### config.mk
export PLATFORM = sky130hd
export DESIGN_NAME = audio_cfg_i2c_slave
export DESIGN_NICKNAME = d
export VERILOG_FILES = /design/src/rtl/acfg_pkg.sv /design/src/rtl/acfg_line_sync.sv /design/src/rtl/acfg_link_fsm.sv /design/src/rtl/acfg_reg_bank.sv /design/src/rtl/audio_cfg_i2c_slave.sv
export SDC_FILE = /design/constraint.sdc
export NUM_CORES = 1
export LEC_CHECK = 0
export BUFFER_PORTS_ARGS = -buffer_cell sky130_fd_sc_hd__buf_2
export CORE_MARGIN = 2
export CORE_UTILIZATION = 50
export DETAILED_ROUTE_END_ITERATION = 7
export HOLD_SLACK_MARGIN = 0.08
export PLACE_DENSITY_LB_ADDON = 0.15
export SETUP_SLACK_MARGIN = 0.05
export SLEW_MARGIN = 10
export SYNTH_ARGS = -nofsm -noshare
export SYNTH_HDL_FRONTEND = slang
export SYNTH_HIERARCHICAL = 1
export SYNTH_SLANG_ARGS = --single-unit
### constraint.sdc
create_clock -name clk -period 2.3 [get_ports clk]
set_input_delay 0.23 -clock clk [delete_from_list [all_inputs] [get_ports clk]]
set_output_delay 0.23 -clock clk [all_outputs]
set_load 0.1 [all_outputs]
### src/rtl/acfg_pkg.sv
package acfg_pkg;
    localparam int REG_W    = 8;
    localparam int SEL_W    = 3;
    localparam int NUM_SLOT = 2 ** SEL_W;
    localparam int AINC_BIT = 4;
    localparam int MUTE_BIT = 0;

    typedef enum logic [2:0] {
        ST_IDLE,
        ST_DEVADR,
        ST_DEVACK,
        ST_SUBADR,
        ST_SUBACK,
        ST_DATA,
        ST_DATACK,
        ST_SKIP
    } link_state_t;
endpackage

### src/rtl/acfg_line_sync.sv
module acfg_line_sync #(
    parameter int SYNC_DEPTH = 2
) (
    input  logic clk,
    input  logic rst_n,
    input  logic scl_i,
    input  logic sda_i,
    output logic scl_rise,
    output logic scl_fall,
    output logic start_det,
    output logic stop_det,
    output logic sda_bit
);
    localparam int PIPE_W = SYNC_DEPTH + 1;

    logic [1:0] raw_line;
    logic [1:0] now_line;
    logic [1:0] old_line;

    assign raw_line = {scl_i, sda_i};

    // one synchronizer chain per bus line; the extra stage keeps the previous value
    for (genvar g = 0; g < 2; g++) begin : g_line
        logic [PIPE_W-1:0] pipe_q;
        always_ff @(posedge clk or negedge rst_n) begin
            if (!rst_n) begin
                pipe_q <= '1;
            end else begin
                pipe_q <= {pipe_q[PIPE_W-2:0], raw_line[g]};
            end
        end
        assign now_line[g] = pipe_q[SYNC_DEPTH-1];
        assign old_line[g] = pipe_q[SYNC_DEPTH];
    end

    logic scl_now, scl_old, sda_now, sda_old;
    assign scl_now = now_line[1];
    assign scl_old = old_line[1];
    assign sda_now = now_line[0];
    assign sda_old = old_line[0];

    always_comb begin
        scl_rise  = scl_now & ~scl_old;
        scl_fall  = ~scl_now & scl_old;
        start_det = scl_now & scl_old & sda_old & ~sda_now;
        stop_det  = scl_now & scl_old & ~sda_old & sda_now;
        sda_bit   = sda_now;
    end
endmodule

### src/rtl/acfg_link_fsm.sv
module acfg_link_fsm
    import acfg_pkg::*;
#(
    parameter logic [6:0] DEV_ADDR = 7'h44
) (
    input  logic             clk,
    input  logic             rst_n,
    input  logic             scl_rise,
    input  logic             scl_fall,
    input  logic             start_det,
    input  logic             stop_det,
    input  logic             sda_bit,
    output logic             sda_pull,
    output logic             wr_en,
    output logic [SEL_W-1:0] wr_sel,
    output logic [REG_W-1:0] wr_data
);
    localparam int                CNT_W    = $clog2(REG_W);
    localparam logic [CNT_W-1:0] LAST_BIT = CNT_W'(REG_W - 1);

    link_state_t      state_q, state_d;
    logic [CNT_W-1:0] bit_cnt_q;
    logic [REG_W-1:0] shift_q;
    logic             ack_phase_q;
    logic [SEL_W-1:0] ptr_q;
    logic             ainc_q;

    logic             byte_done;
    logic [REG_W-1:0] full_byte;
    logic             in_ack_state;
    logic             ack_done;
    logic             commit;

    assign byte_done    = scl_rise && (bit_cnt_q == LAST_BIT);
    assign full_byte    = {shift_q[REG_W-2:0], sda_bit};
    assign in_ack_state = (state_q == ST_DEVACK) || (state_q == ST_SUBACK) ||
                          (state_q == ST_DATACK);
    assign ack_done     = scl_fall && ack_phase_q;
    assign commit       = (state_q == ST_DATACK) && ack_phase_q && scl_rise;

    // next-state decision
    always_comb begin
        state_d = state_q;
        if (start_det) begin
            state_d = ST_DEVADR;
        end else if (stop_det) begin
            state_d = ST_IDLE;
        end else begin
            unique case (state_q)
                ST_IDLE:   state_d = ST_IDLE;
                ST_DEVADR: if (byte_done)
                               state_d = (full_byte[REG_W-1:1] == DEV_ADDR && !full_byte[0])
                                         ? ST_DEVACK : ST_SKIP;
                ST_DEVACK: if (ack_done)  state_d = ST_SUBADR;
                ST_SUBADR: if (byte_done) state_d = ST_SUBACK;
                ST_SUBACK: if (ack_done)  state_d = ST_DATA;
                ST_DATA:   if (byte_done) state_d = ST_DATACK;
                ST_DATACK: if (ack_done)  state_d = ST_DATA;
                ST_SKIP:   state_d = ST_SKIP;
                default:   state_d = ST_IDLE;
            endcase
        end
    end

    // state register
    always_ff @(posedge clk or negedge rst_n) begin
        if (!rst_n) state_q <= ST_IDLE;
        else        state_q <= state_d;
    end

    // byte assembly, acknowledge phase and register pointer
    always_ff @(posedge clk or negedge rst_n) begin
        if (!rst_n) begin
            bit_cnt_q   <= '0;
            shift_q     <= '0;
            ack_phase_q <= 1'b0;
            ptr_q       <= '0;
            ainc_q      <= 1'b0;
        end else if (start_det || stop_det) begin
            bit_cnt_q   <= '0;
            ack_phase_q <= 1'b0;
        end else begin
            unique case (state_q)
                ST_DEVADR, ST_SUBADR, ST_DATA: begin
                    ack_phase_q <= 1'b0;
                    if (scl_rise) begin
                        shift_q   <= full_byte;
                        bit_cnt_q <= byte_done ? '0 : bit_cnt_q + 1'b1;
                    end
                    if (byte_done && state_q == ST_SUBADR) begin
                        ptr_q  <= full_byte[SEL_W-1:0];
                        ainc_q <= full_byte[AINC_BIT];
                    end
                end
                ST_DEVACK, ST_SUBACK, ST_DATACK: begin
                    if (scl_fall) ack_phase_q <= ~ack_phase_q;
                    if (commit && ainc_q) ptr_q <= ptr_q + 1'b1;
                end
                default: begin
                    bit_cnt_q   <= '0;
                    ack_phase_q <= 1'b0;
                end
            endcase
        end
    end

    // outputs
    always_comb begin
        sda_pull = in_ack_state && ack_phase_q;
        wr_en    = commit;
        wr_sel   = ptr_q;
        wr_data  = shift_q;
    end

    p_start_enters_addr_r1: assert property (@(posedge clk) disable iff (!rst_n)
        start_det |=> (state_q == ST_DEVADR));

    p_stop_enters_idle_r1: assert property (@(posedge clk) disable iff (!rst_n)
        (stop_det && !start_det) |=> (state_q == ST_IDLE));

    p_pull_only_in_ack_r2: assert property (@(posedge clk) disable iff (!rst_n)
        sda_pull |-> (state_q inside {ST_DEVACK, ST_SUBACK, ST_DATACK}));

    p_skip_is_silent_r3: assert property (@(posedge clk) disable iff (!rst_n)
        (state_q == ST_SKIP) |-> (!sda_pull && !wr_en));

    p_ptr_steps_r5: assert property (@(posedge clk) disable iff (!rst_n)
        (wr_en && ainc_q && !start_det && !stop_det) |=> (ptr_q == $past(ptr_q) + 1'b1));

    p_ptr_holds_r6: assert property (@(posedge clk) disable iff (!rst_n)
        (wr_en && !ainc_q) |=> $stable(ptr_q));
endmodule

### src/rtl/acfg_reg_bank.sv
module acfg_reg_bank
    import acfg_pkg::*;
(
    input  logic                              clk,
    input  logic                              rst_n,
    input  logic                              wr_en,
    input  logic [SEL_W-1:0]                  wr_sel,
    input  logic [REG_W-1:0]                  wr_data,
    output logic [(NUM_SLOT-1)*REG_W-1:0]     bank_o
);
    // slot 0 has no storage; slots 1..NUM_SLOT-1 are real registers
    for (genvar s = 1; s < NUM_SLOT; s++) begin : g_slot
        logic [REG_W-1:0] slot_q;
        always_ff @(posedge clk or negedge rst_n) begin
            if (!rst_n) begin
                slot_q <= '0;
            end else if (wr_en && wr_sel == SEL_W'(s)) begin
                slot_q <= wr_data;
            end
        end
        assign bank_o[(s-1)*REG_W +: REG_W] = slot_q;

        p_slot_takes_data_r10: assert property (@(posedge clk) disable iff (!rst_n)
            (wr_en && wr_sel == SEL_W'(s)) |=> (bank_o[(s-1)*REG_W +: REG_W] == $past(wr_data)));
    end

    p_code0_discard_r7: assert property (@(posedge clk) disable iff (!rst_n)
        (wr_en && wr_sel == '0) |=> $stable(bank_o));

    p_idle_bank_stable_r10: assert property (@(posedge clk) disable iff (!rst_n)
        !wr_en |=> $stable(bank_o));
endmodule

### src/rtl/audio_cfg_i2c_slave.sv
module audio_cfg_i2c_slave
    import acfg_pkg::*;
#(
    parameter logic [6:0] DEV_ADDR   = 7'h44,
    parameter int         SYNC_DEPTH = 2
) (
    input  logic        clk,
    input  logic        rst_n,
    input  logic        scl_i,
    input  logic        sda_i,
    output logic        sda_pull_o,
    input  logic        mute_n_i,
    output logic        mute_o,
    output logic [7:0]  mode_o,
    output logic [7:0]  gain_left_o,
    output logic [7:0]  gain_right_o,
    output logic [31:0] hpf_o
);
    logic             scl_rise, scl_fall, start_det, stop_det, sda_bit;
    logic             wr_en;
    logic [SEL_W-1:0] wr_sel;
    logic [REG_W-1:0] wr_data;
    logic [(NUM_SLOT-1)*REG_W-1:0] bank;

    acfg_line_sync #(.SYNC_DEPTH(SYNC_DEPTH)) i_sync (
        .clk       (clk),
        .rst_n     (rst_n),
        .scl_i     (scl_i),
        .sda_i     (sda_i),
        .scl_rise  (scl_rise),
        .scl_fall  (scl_fall),
        .start_det (start_det),
        .stop_det  (stop_det),
        .sda_bit   (sda_bit)
    );

    acfg_link_fsm #(.DEV_ADDR(DEV_ADDR)) i_fsm (
        .clk       (clk),
        .rst_n     (rst_n),
        .scl_rise  (scl_rise),
        .scl_fall  (scl_fall),
        .start_det (start_det),
        .stop_det  (stop_det),
        .sda_bit   (sda_bit),
        .sda_pull  (sda_pull_o),
        .wr_en     (wr_en),
        .wr_sel    (wr_sel),
        .wr_data   (wr_data)
    );

    acfg_reg_bank i_bank (
        .clk     (clk),
        .rst_n   (rst_n),
        .wr_en   (wr_en),
        .wr_sel  (wr_sel),
        .wr_data (wr_data),
        .bank_o  (bank)
    );

    always_comb begin
        mode_o       = bank[0*REG_W +: REG_W];
        gain_left_o  = bank[1*REG_W +: REG_W];
        gain_right_o = bank[2*REG_W +: REG_W];
        hpf_o        = bank[3*REG_W +: 4*REG_W];
        mute_o       = !mute_n_i || !mode_o[MUTE_BIT];
    end

    p_mode_write_unmutes_r8: assert property (@(posedge clk) disable iff (!rst_n)
        (mute_n_i && $past(mute_n_i) && wr_en && wr_sel == 3'd1 && wr_data[MUTE_BIT])
        |=> (!mute_n_i || !mute_o));
endmodule

Word level (Yosys, flattened, before mapping). Index checks and enable logic that the tools add are counted.

Add/subtract/negate cells: 2. Multiply operators: 0. Div/mod/pow operators: 0. $lt $le $gt $ge: 0. Equal/unequal tests: 26. Shift-type cells: 0. Multiplexer cells: 19. Bitwise gates (word level): 13. Reductions and logical operators: 32.

Operators by type and width (count): $mux 3 (13); $eq 3x3->1 const B (9); $pmux 3 s7 (1); $ne 4x1->1 const B (5); $logic_and 1x1->1 (15); $eq 3x2->1 const B (4); $pmux 3 s2 (2); $and 1x1->1 (7); $eq 7x7->1 const B (1); $add 3x1->3 const B (2); $eq 3x1->1 const B (2); $ne 2x1->1 const B (3); $ne 3x1->1 const B (2); $not 1->1 (6); $reduce_and 3->1 (2); $reduce_or 3->1 (2); $reduce_and 5->1 (1); $logic_or 1x1->1 (4); $reduce_and 4->1 (1); $logic_not 1->1 (3); $logic_not 3->1 (1); $mux 1 (3); $reduce_and 2->1 (1); $reduce_bool 2->1 (1); $reduce_or 2->1 (1).

Register bits: 81. Bits in latches: 0. Memory bits (writable): 0. ROM bits: 0. Output and inout bits: 58. Word-level logic and storage cells: 107. Memories: 0.

Longest topological paths before layout. Gate-level depths: netlist (run 1).

Depth in word-level cells: 7. Mapped depth: 7.

Modules after synthesis. Netlist (run 1), hierarchy kept.

By module, submodules not included: acfg_reg_bank (times used 1, cells each 126, area each 2322.2 um^2, sequential area each 1401.3 um^2); acfg_link_fsm (times used 1, cells each 89, area each 1096.1 um^2, sequential area each 475.5 um^2); acfg_line_sync (times used 1, cells each 10, area each 190.2 um^2, sequential area each 157.7 um^2); audio_cfg_i2c_slave (times used 1, cells each 1, area each 3.8 um^2, sequential area each 0.0 um^2).

Worst setup path after synthesis (run 1). No wires, ideal clock.

Path kind: register -> register. Start: reg i_sync.g_line[1].pipe_q[1]. End: reg i_bank.g_slot[1].slot_q[0]. Library setup time: 0.126 ns. Data arrival time: 2.102 ns. Required time: 2.174 ns. Path slack: 0.072 ns. Cell stages (with the launch flop): 8. Buffers on the path: 2. Period minus slack after synthesis: 2.228 ns. Path through: dfstp_2 > nor2b_1 > nand2_2 > nor3_2 > buf_4 > and4bb_1 > buf_6 > mux2_4.

Cells in the longest elaborated chain, start to end: 3.

Ends and longest elaborated chain: start, declared (RTL line acfg_line_sync.sv:24) `logic [PIPE_W-1:0] pipe_q;`; start signal, assigned (RTL line acfg_line_sync.sv:29) `pipe_q <= {pipe_q[PIPE_W-2:0], raw_line[g]};`; $and 1x1->1 (RTL line acfg_line_sync.sv:43) `scl_rise = scl_now & ~scl_old;`; via scl_rise (RTL line audio_cfg_i2c_slave.sv:19) `logic scl_rise, scl_fall, start_det, stop_det, sda_bit;`; $logic_and 1x1->1 (RTL line acfg_link_fsm.sv:39) `assign commit = (state_q == ST_DATACK) && ack_phase_q && scl_rise;`; via wr_en (RTL line audio_cfg_i2c_slave.sv:20) `logic wr_en;`; $logic_and 1x1->1 (RTL line acfg_reg_bank.sv:17) `end else if (wr_en && wr_sel == SEL_W'(s)) begin`; end signal, assigned (RTL line acfg_reg_bank.sv:18) `slot_q <= wr_data;`; end, declared (RTL line acfg_reg_bank.sv:13) `logic [REG_W-1:0] slot_q;`.

The timed path passes the listed nets, and every way through them passes these cells. A chain may end at the register's enable or synchronous reset.

Worst setup path after layout (run 1).
Start: reg i_sync.g_line[1].pipe_q[1]. End: reg i_bank.g_slot[6].slot_q[0].

Cells in the longest elaborated chain, start to end: 3.

Ends and longest elaborated chain (RTL line): $and 1x1->1 (acfg_line_sync.sv:43); via scl_rise (audio_cfg_i2c_slave.sv:19); $logic_and 1x1->1 (acfg_link_fsm.sv:39); via wr_en (audio_cfg_i2c_slave.sv:20); $logic_and 1x1->1 (acfg_reg_bank.sv:17); end signal, assigned (acfg_reg_bank.sv:18); end, declared (acfg_reg_bank.sv:13).

The timed path passes the listed nets, and every way through them passes these cells.

==> results of run 1 <==
[worst reg2reg max path, delay by kind of cell, from the launching register on]
family	cells	cell delay [ns]
buffers and inverters	1	0.22
flip-flops	1	0.56
multiplexers	1	0.33
AND/OR/NAND/NOR	4	0.80
[registers in the layout (all words and copies together), names as in the netlist]
| signal | cells |
|---|---|
| i_sync/g_line.pipe_q | 6 |
| i_fsm/state_q | 3 |
| i_bank/g_slot.slot_q | 56 |
| i_fsm/wr_sel | 3 |
| i_fsm/wr_data | 8 |
| i_fsm/ainc_q | 1 |
| i_fsm/bit_cnt_q | 3 |
| i_fsm/ack_phase_q | 1 |
[how the worst min path moves through the flow]
stage / to
final: i_sync/g_line[1].pipe_q[1]
after global routing: i_sync/g_line[0].pipe_q[1]
after global placement: i_bank/g_slot[1].slot_q[6]
after detailed placement: i_bank/g_slot[1].slot_q[3]
after CTS: i_sync/g_line[1].pipe_q[1]
after floorplan: i_bank/g_slot[1].slot_q[0]
[power breakdown]
part / switching [uW] / internal (uW)
clock: 490 / 523
sequential: 245 / 1520
combinational: 127 / 196
total: 862 / 2240
[cell type report]
type                    count  area, um2
clock buffers              10        138
repair buffers             74        423
fillers                   595       2670
flip-flops and latches     81       2030
inverters                   1       3.75
clock inverters             5       56.3
multi-input cells         133       1470
well taps                  96        120
[layout by cell type (no fill, tap or decap), types with 3 or more instances in the layout]
master         instances
and4b_1                4
a21oi_1                7
ha_1                   3
buf_2                 61
nand4b_4               3
buf_4                  9
mux2_2                35
mux2_4                32
clkbuf_8              10
dfstp_2                6
nand2_1                4
dlygate4sd3_1          3
and4bb_1               3
nor2_1                 7
dfrtp_1               75
[metrics by stage]
step | std cells | util
after global routing | 400 | 0.614
after floorplan | 226 | -
final | 400 | 0.614
after CTS | 400 | 0.612
after detailed placement | 382 | 0.579
after global placement | 382 | 0.579
[kinds of logic (layout without fill, tap and decap cells)]
logic type / after synthesis / after routing
simple gates: 41 / 41
fa+ha+maj: 3 / 3
compound gates: 19 / 19
xor+xnor: 1 / 1
buf+inv: 12 / 90
flops: 81 / 81
mux: 69 / 69
[what timing repair did]
action                                  in CTS  in global routing
hold buffers                                 3                  0
endpoints found under the hold margin       36                  0
endpoints found under the setup margin       0                  8
resized for setup                            0                  2
[metal layers]
metal | GRT usage | vias to the layer above
li1 | - | 975
met4 | 0.0923 | 0
met3 | 0.0342 | 11
met1 | 0.257 | 1061
met2 | 0.265 | 57
met5 | 0 | -
==> metrics.cfg, run 1 <==
[synth]
synth_area_um2 = 3610
synth_simple_gate_area_frac = 0.0973
synth_top_family_by_area = multiplexers
ys_ff_latch = 81
yosys_most_used_dff = dfrtp_1
synth_most_common_cell = dfrtp_1
synth_xor_area_frac = 0.00242
synth-compound-area-share = 0.0430
synthMuxAreaShare = 0.248
syn-num-nets = 234
synth_largest_area_cell = dfrtp_1
syn_inst = 226
yosys-top-cells-count = 75 x dfrtp_1, 35 x mux2_2, 32 x mux2_4
postSynthAreaPerCell_um2 = 16.0
synth-edff-count = 0
yosysWarnings = 6
synthAdderAreaFrac = 0.0104
yosysTopAreaCellShare = 0.520
ys_seq_area_frac = 0.563
ys_async_sr_fraction = 1.00
ys_types = 42
synth_area_leaders = dfrtp_1 52%, mux2_4 13%, mux2_2 11%

[drt]
dr_total_vias = 2104
drc_errors = 0
dr_wl_met2_mm = 2.97
ant_nets = 0
top_layer = met4
post_drt_wl_per_cell_um = 16.6
routed_via_density = 5.26
drt_first_iter_violations = 35
routed-wl-met3_um = 315
m1WireLength_mm = 3.23
first_pass_iters = 4
wirelength_mm = 6.66

[layout]
num-nets-final = 308
antennaDiodeCount = 0
drive_above_1_share = 0.563
fin_area_um2 = 4240
syn_to_final_growth_pct = 17.4

[placed_design]
dpl_cell_area_um2 = 4000
gp_congestion = 0.853
dpl_worst_slack_ns = 0.117
hpwl_mm = 4.52
numPortBuffers = 62

[critical_path]
ff2ff_setup_slack_ns = 0.27
cp_max_fo = 8
worst-path-buf-inv = 1
cp.depth = 6
cp-start-kind = register
crit_family = simple AND/OR/NAND/NOR gates
crit_path_end = i_bank/g_slot[6].slot_q[0]
end_kind = register
reg2reg_depth = 6
startpoint = i_sync/g_line[1].pipe_q[1]
path_cells = nor2b_1 -> nand2_2 -> nor3_4 -> buf_4 -> nand4b_4 -> mux2_2
path_class = register to register
reg2reg_to = i_bank/g_slot[6].slot_q[0]
worstPathArrival_ns = 2.27
cpMaxStageDelayCell = dfstp_2
crit_required_ns = 2.53
r2r_start = i_sync/g_line[1].pipe_q[1]
slowest_delay_ns = 0.56

[cts]
htree_levels = 3
clkLatencyLatePin_ns = 0.35
cts.sinks = 81
cts.clk_slew.worst_paths_ns = 0.07
post_cts_buffers = 0
cts-root-buf = clkbuf_8
numCtsBuffers = 9
clock_path_buffers = 2
cts_tree = yes

[floorplanning]
fp.dieH_um = 89.0
num_rows = 30
core_um2 = 6910
start_util = 0.523
die-area_um2 = 7920
die_w_um = 89.0
ios = 63

[global_route]
antenna_found_initial = 0
track_usage = 0.180
gr-total-overflow = 0
grt_max_degree = 48
grt_pass1_vias = 2067
grt_pass1_wl_mm = 10.6

[power]
p_leak_uw = 0.00229
peakVddDrop_uv = 388
power_density_nw_per_um2 = 730
power_uw = 3100

[timing]
max_freq_ghz = 0.491
drv_slew = 0
fin_ws_ns = 0.265
slew_headroom = 0.668
post-route-min-period_ns = 2.03
period_share = 0.885
setup_viol = 0
max_slew.worst_pin.slew_ns = 0.497
fin_hold_ws_ns = 0.358
clock_skew_ns = 0.0113
finalSetupTns_ns = 0
finalHoldViolCount = 0
rsz0062_at_grt = false

[job]
max-cap-violations = 0

[hold_path]
hold_start = i_sync/g_line[1].pipe_q[0]
whs_path_depth = 0
hold_path.class = register to register

[status]
status = finished, final reports clean

Note: power is estimated with default switching activity, not from simulation.
==> inputs of run 2 (changes only) <==
--- a/config.mk
+++ b/config.mk
@@ -11,7 +11,7 @@
 export DETAILED_ROUTE_END_ITERATION = 7
 export HOLD_SLACK_MARGIN = 0.08
 export PLACE_DENSITY_LB_ADDON = 0.15
-export SETUP_SLACK_MARGIN = 0.05
+export SETUP_SLACK_MARGIN = 0.3
 export SLEW_MARGIN = 10
 export SYNTH_ARGS = -nofsm -noshare
 export SYNTH_HDL_FRONTEND = slang
==> metrics.cfg, run 2 (synthesis results as in run 1) <==
[status]
status = finished, final reports clean

[timing]
fin_hold_ws_ns = 0.358
drv_slew = 0
clock_skew_ns = 0.00550
fin_ws_ns = 0.382
max_slew.worst_pin.slew_ns = 0.487
slew_headroom = 0.675
post-route-min-period_ns = 1.92
setup_viol = 0
max_freq_ghz = 0.521
period_share = 0.834
finalHoldViolCount = 0
rsz0062_at_grt = true
finalSetupTns_ns = 0

[layout]
fill_cells = 593
num-nets-final = 311
layout_common_cells = 75 x dfrtp_1, 61 x buf_2, 35 x mux2_2
syn_to_final_growth_pct = 19.6
largest_register = i_bank/g_slot.slot_q
largest_reg_flops = 56
final_common_cell = dfrtp_1
drive_above_1_share = 0.578
antennaDiodeCount = 0
fin_area_um2 = 4320

[global_route]
antenna_found_initial = 0
gr-total-overflow = 0
grtUsageMet3 = 0.0342
use_met2 = 0.268
grt_pass1_wl_mm = 10.8
grt_max_degree = 82
top_usage_layer = met2
track_usage = 0.183
met1_usage = 0.266
grt_pass1_vias = 2072

[floorplanning]
fp.dieH_um = 89.0
die-area_um2 = 7920
num_rows = 30
die_w_um = 89.0
start_util = 0.523
ios = 63
core_um2 = 6910

[critical_path]
ff2ff_setup_slack_ns = 0.38
path_class = register to register
reg2reg_depth = 6
end_kind = register
crit_required_ns = 2.54
reg2reg_to = i_bank/g_slot[6].slot_q[3]
r2r_start = i_sync/g_line[1].pipe_q[1]
worstPathArrival_ns = 2.16
cp_max_fo = 8
cp-start-kind = register

[cts]
clock_path_buffers = 2
clkLatencyLatePin_ns = 0.35
htree_levels = 3
cts.clk_slew.worst_paths_ns = 0.08
cts-root-buf = clkbuf_8
cts.sinks = 81
cts_tree = yes
numCtsBuffers = 9

[placed_design]
dpl_worst_slack_ns = 0.110
dpl_cell_area_um2 = 4030
hpwl_mm = 4.32
numPortBuffers = 62
gp_congestion = 0.743

[hold_path]
holdPathEnd = i_sync/g_line[0].pipe_q[1]
whs_path_depth = 0
hold_path.class = register to register
hold_start = i_sync/g_line[0].pipe_q[0]

[power]
power_density_nw_per_um2 = 746
p_leak_uw = 0.00233
peakVddDrop_uv = 441

[job]
max-cap-violations = 0

[drt]
drt_first_iter_violations = 74
drc_errors = 0
first_pass_iters = 4
wirelength_mm = 6.62
dr_total_vias = 2112
post_drt_wl_per_cell_um = 16.4
routed_via_density = 5.23
ant_nets = 0

run 2: how the worst max path moves through the flow:
stage                                from                         end  slack (ns)  cells after the start
6_report       i_sync/g_line[1].pipe_q[1]  i_bank/g_slot[6].slot_q[3]        0.38                      6
3_3_place_gp   i_sync/g_line[1].pipe_q[1]  i_bank/g_slot[7].slot_q[7]        0.17                      6
4_1_cts        i_sync/g_line[0].pipe_q[1]             i_fsm/wr_sel[0]        0.34                      5
3_5_place_dp   i_sync/g_line[1].pipe_q[1]  i_bank/g_slot[7].slot_q[7]        0.11                      6
2_1_floorplan  i_sync/g_line[1].pipe_q[1]  i_bank/g_slot[1].slot_q[0]        0.31                      7
5_1_grt        i_sync/g_line[1].pipe_q[1]  i_bank/g_slot[2].slot_q[3]        0.29                      6
run 2: critical path, cell delays in order (launching register included):
cell and delay [ns]:
dfstp_2 0.56, nor2b_4 0.19, nand2_4 0.08, nor3_4 0.25
buf_4 0.19, nand4b_4 0.20, mux2_2 0.34
run 2: power breakdown:
part | switching, uW | leakage [uW] | internal, uW
registers | 231 | 0.00109 | 1520
logic | 147 | 0.00114 | 207
clock network | 513 | 0.000109 | 611
total | 891 | 0.00233 | 2330
run 2: cell type report:
class / instances / area, um2 / share of cell area
Timing Repair Buffer: 77 / 462 / 0.107
Clock inverter: 7 / 95.1 / 0.0220
Tap cell: 96 / 120 / 0.0278
Sequential cell: 81 / 2030 / 0.471
Inverter: 1 / 3.75 / 0.000869
Clock buffer: 9 / 124 / 0.0287
Multi-Input combinational cell: 133 / 1480 / 0.343
run 2: repair_timing:
item                                    4_1_cts  5_1_grt
endpoints found under the setup margin       56       13
hold buffers                                  3        0
pin swaps                                     1        2
endpoints found under the hold margin        77        0
gates resized for setup                       2        3
setup buffers                                 1        1
run 2: routing by layer:
metal	wire, um	part of all wire
met1	3230	0.49
met2	3010	0.46
met3	267	0.040
met4	104	0.016
met5	0	0
run 2: stage by stage:
step                      total power (uW)  utilization  std cells
after floorplan                       1950            -        226
after global placement                2110        0.584        383
after detailed placement              2130        0.584        383
after CTS                             3260        0.623        403
after global routing                  3370        0.626        404
final                                 3220        0.626        404
==> inputs of run 3 (changes only) <==
==> constraint.sdc (replaced) <==
create_clock -name clk -period 1.5 [get_ports clk]
set_input_delay 0.15 -clock clk [delete_from_list [all_inputs] [get_ports clk]]
set_output_delay 0.15 -clock clk [all_outputs]
set_load 0.1 [all_outputs]
==> metrics.cfg, run 3 (synthesis results as in run 1) <==
[drt]
routed_via_density = 5.21
post_drt_wl_per_cell_um = 16.7
drc_errors = 0
ant_nets = 0
drt_first_iter_violations = 58
wirelength_mm = 7.57
first_pass_iters = 4
dr_total_vias = 2354

[floorplanning]
die_w_um = 89.0
start_util = 0.523
die-area_um2 = 7920
core_um2 = 6910
ios = 63
num_rows = 30
fp.dieH_um = 89.0

[timing]
max_slew.worst_pin.slew_ns = 0.372
post-route-min-period_ns = 1.85
period_share = 1.23
drv_slew = 0
fin_hold_ws_ns = 0.246
slew_headroom = 0.752
max_freq_ghz = 0.541
setup_viol = 75
fin_ws_ns = -0.347
finalHoldViolCount = 0
rsz0062_at_grt = true
clock_skew_ns = 0.0113

[critical_path]
reg2reg_depth = 7
startpoint = i_sync/g_line[1].pipe_q[1]
crit_path_end = i_bank/g_slot[4].slot_q[0]
slowest_delay_ns = 0.54
cpMaxStageDelayCell = dfstp_2
ff2ff_setup_slack_ns = -0.35
reg2reg_to = i_bank/g_slot[4].slot_q[0]
path_class = register to register
end_kind = register
crit_required_ns = 1.75
cp_max_fo = 8
worstPathArrival_ns = 2.09
path_cells = nor2b_4 -> nand2_4 -> nor3_4 -> buf_6 -> and4bb_1 -> buf_12 -> mux2_4
crit_family = simple AND/OR/NAND/NOR gates
cp.depth = 7
worst-path-buf-inv = 2
r2r_start = i_sync/g_line[1].pipe_q[1]
cp-start-kind = register

[status]
violations = negative setup slack
status = finished, violations left

[power]
power_density_nw_per_um2 = 999
p_leak_uw = 0.00266
peakVddDrop_uv = 695

[placed_design]
gp_congestion = 0.813
numPortBuffers = 62
dpl_cell_area_um2 = 4370
hpwl_mm = 4.88

[cts]
cts.clk_slew.worst_paths_ns = 0.09
cts.sinks = 81
cts_tree = yes
clkLatencyLatePin_ns = 0.36
clock_path_buffers = 2
htree_levels = 3
numCtsBuffers = 9
cts-root-buf = clkbuf_8

[global_route]
met1_usage = 0.267
grt_pass1_vias = 2344
top_usage_layer = met2
grt_max_degree = 31
use_met2 = 0.318
antenna_found_initial = 0
grtUsageMet3 = 0.0443
track_usage = 0.201
gr-total-overflow = 0
grt_pass1_wl_mm = 11.8

[layout]
num-nets-final = 359
drive_above_1_share = 0.671
fin_area_um2 = 5140
largest_reg_flops = 56
largest_register = i_bank/g_slot.slot_q
layout_common_cells = 75 x dfrtp_1, 73 x buf_4, 37 x buf_6
syn_to_final_growth_pct = 42.4
final_common_cell = dfrtp_1
antennaDiodeCount = 0

[job]
max-cap-violations = 0

[hold_path]
hold_path.class = input pin to asynchronous set/reset pin

[run 3: worst min-delay path by stage]
stage | endpoint | slack [ns]
floorplan | i_bank/g_slot[1].slot_q[0] | -0.15
global placement | i_bank/g_slot[6].slot_q[1] | 0.09
detailed placement | i_bank/g_slot[6].slot_q[1] | 0.1
CTS | i_fsm/state_q[2] | 0.25
global route | i_fsm/state_q[0] | 0.27
finish | i_fsm/state_q[0] | 0.25
[run 3: layout make-up]
class / instances / area (um2)
well taps: 96 / 120
flip-flops and latches: 81 / 2030
inverters: 1 / 3.75
repair buffers: 124 / 1170
fillers: 465 / 1760
clock buffers: 9 / 124
multi-input cells: 134 / 1610
clock inverters: 7 / 83.8
[run 3: timing repair]
| item | CTS | global route |
|---|---|---|
| setup endpoints to repair | 133 | 103 |
| gates cloned | 1 | 0 |
| hold buffers | 3 | 0 |
| pin swaps | 7 | 5 |
| endpoints found under the hold margin | 83 | 0 |
| resized for setup | 81 | 30 |
| setup buffers | 13 | 8 |
[run 3: power by group]
| group | switching (uW) | leakage (uW) | internal [uW] |
|---|---|---|---|
| logic | 523 | 0.00147 | 496 |
| clock network | 847 | 0.000103 | 800 |
| registers | 140 | 0.00109 | 2330 |
[run 3: per-stage QoR]
stage	setup WS (ns)	util	instances	TNS (ns)	total power [uW]
after floorplan	-0.441	-	226	-19.90	3020
after global placement	-0.341	0.633	411	-16.57	3440
after detailed placement	-0.355	0.633	411	-17.25	3470
after CTS	-0.345	0.719	444	-20.17	5190
after global routing	-0.436	0.745	452	-27.01	5370
final	-0.347	0.745	452	-20.77	5130
[run 3: metal layers]
metal	wire, um	up-vias
met5	0	-
li1	-	1082
met1	3490	1198
met4	144	0
met2	3650	61
met3	280	13
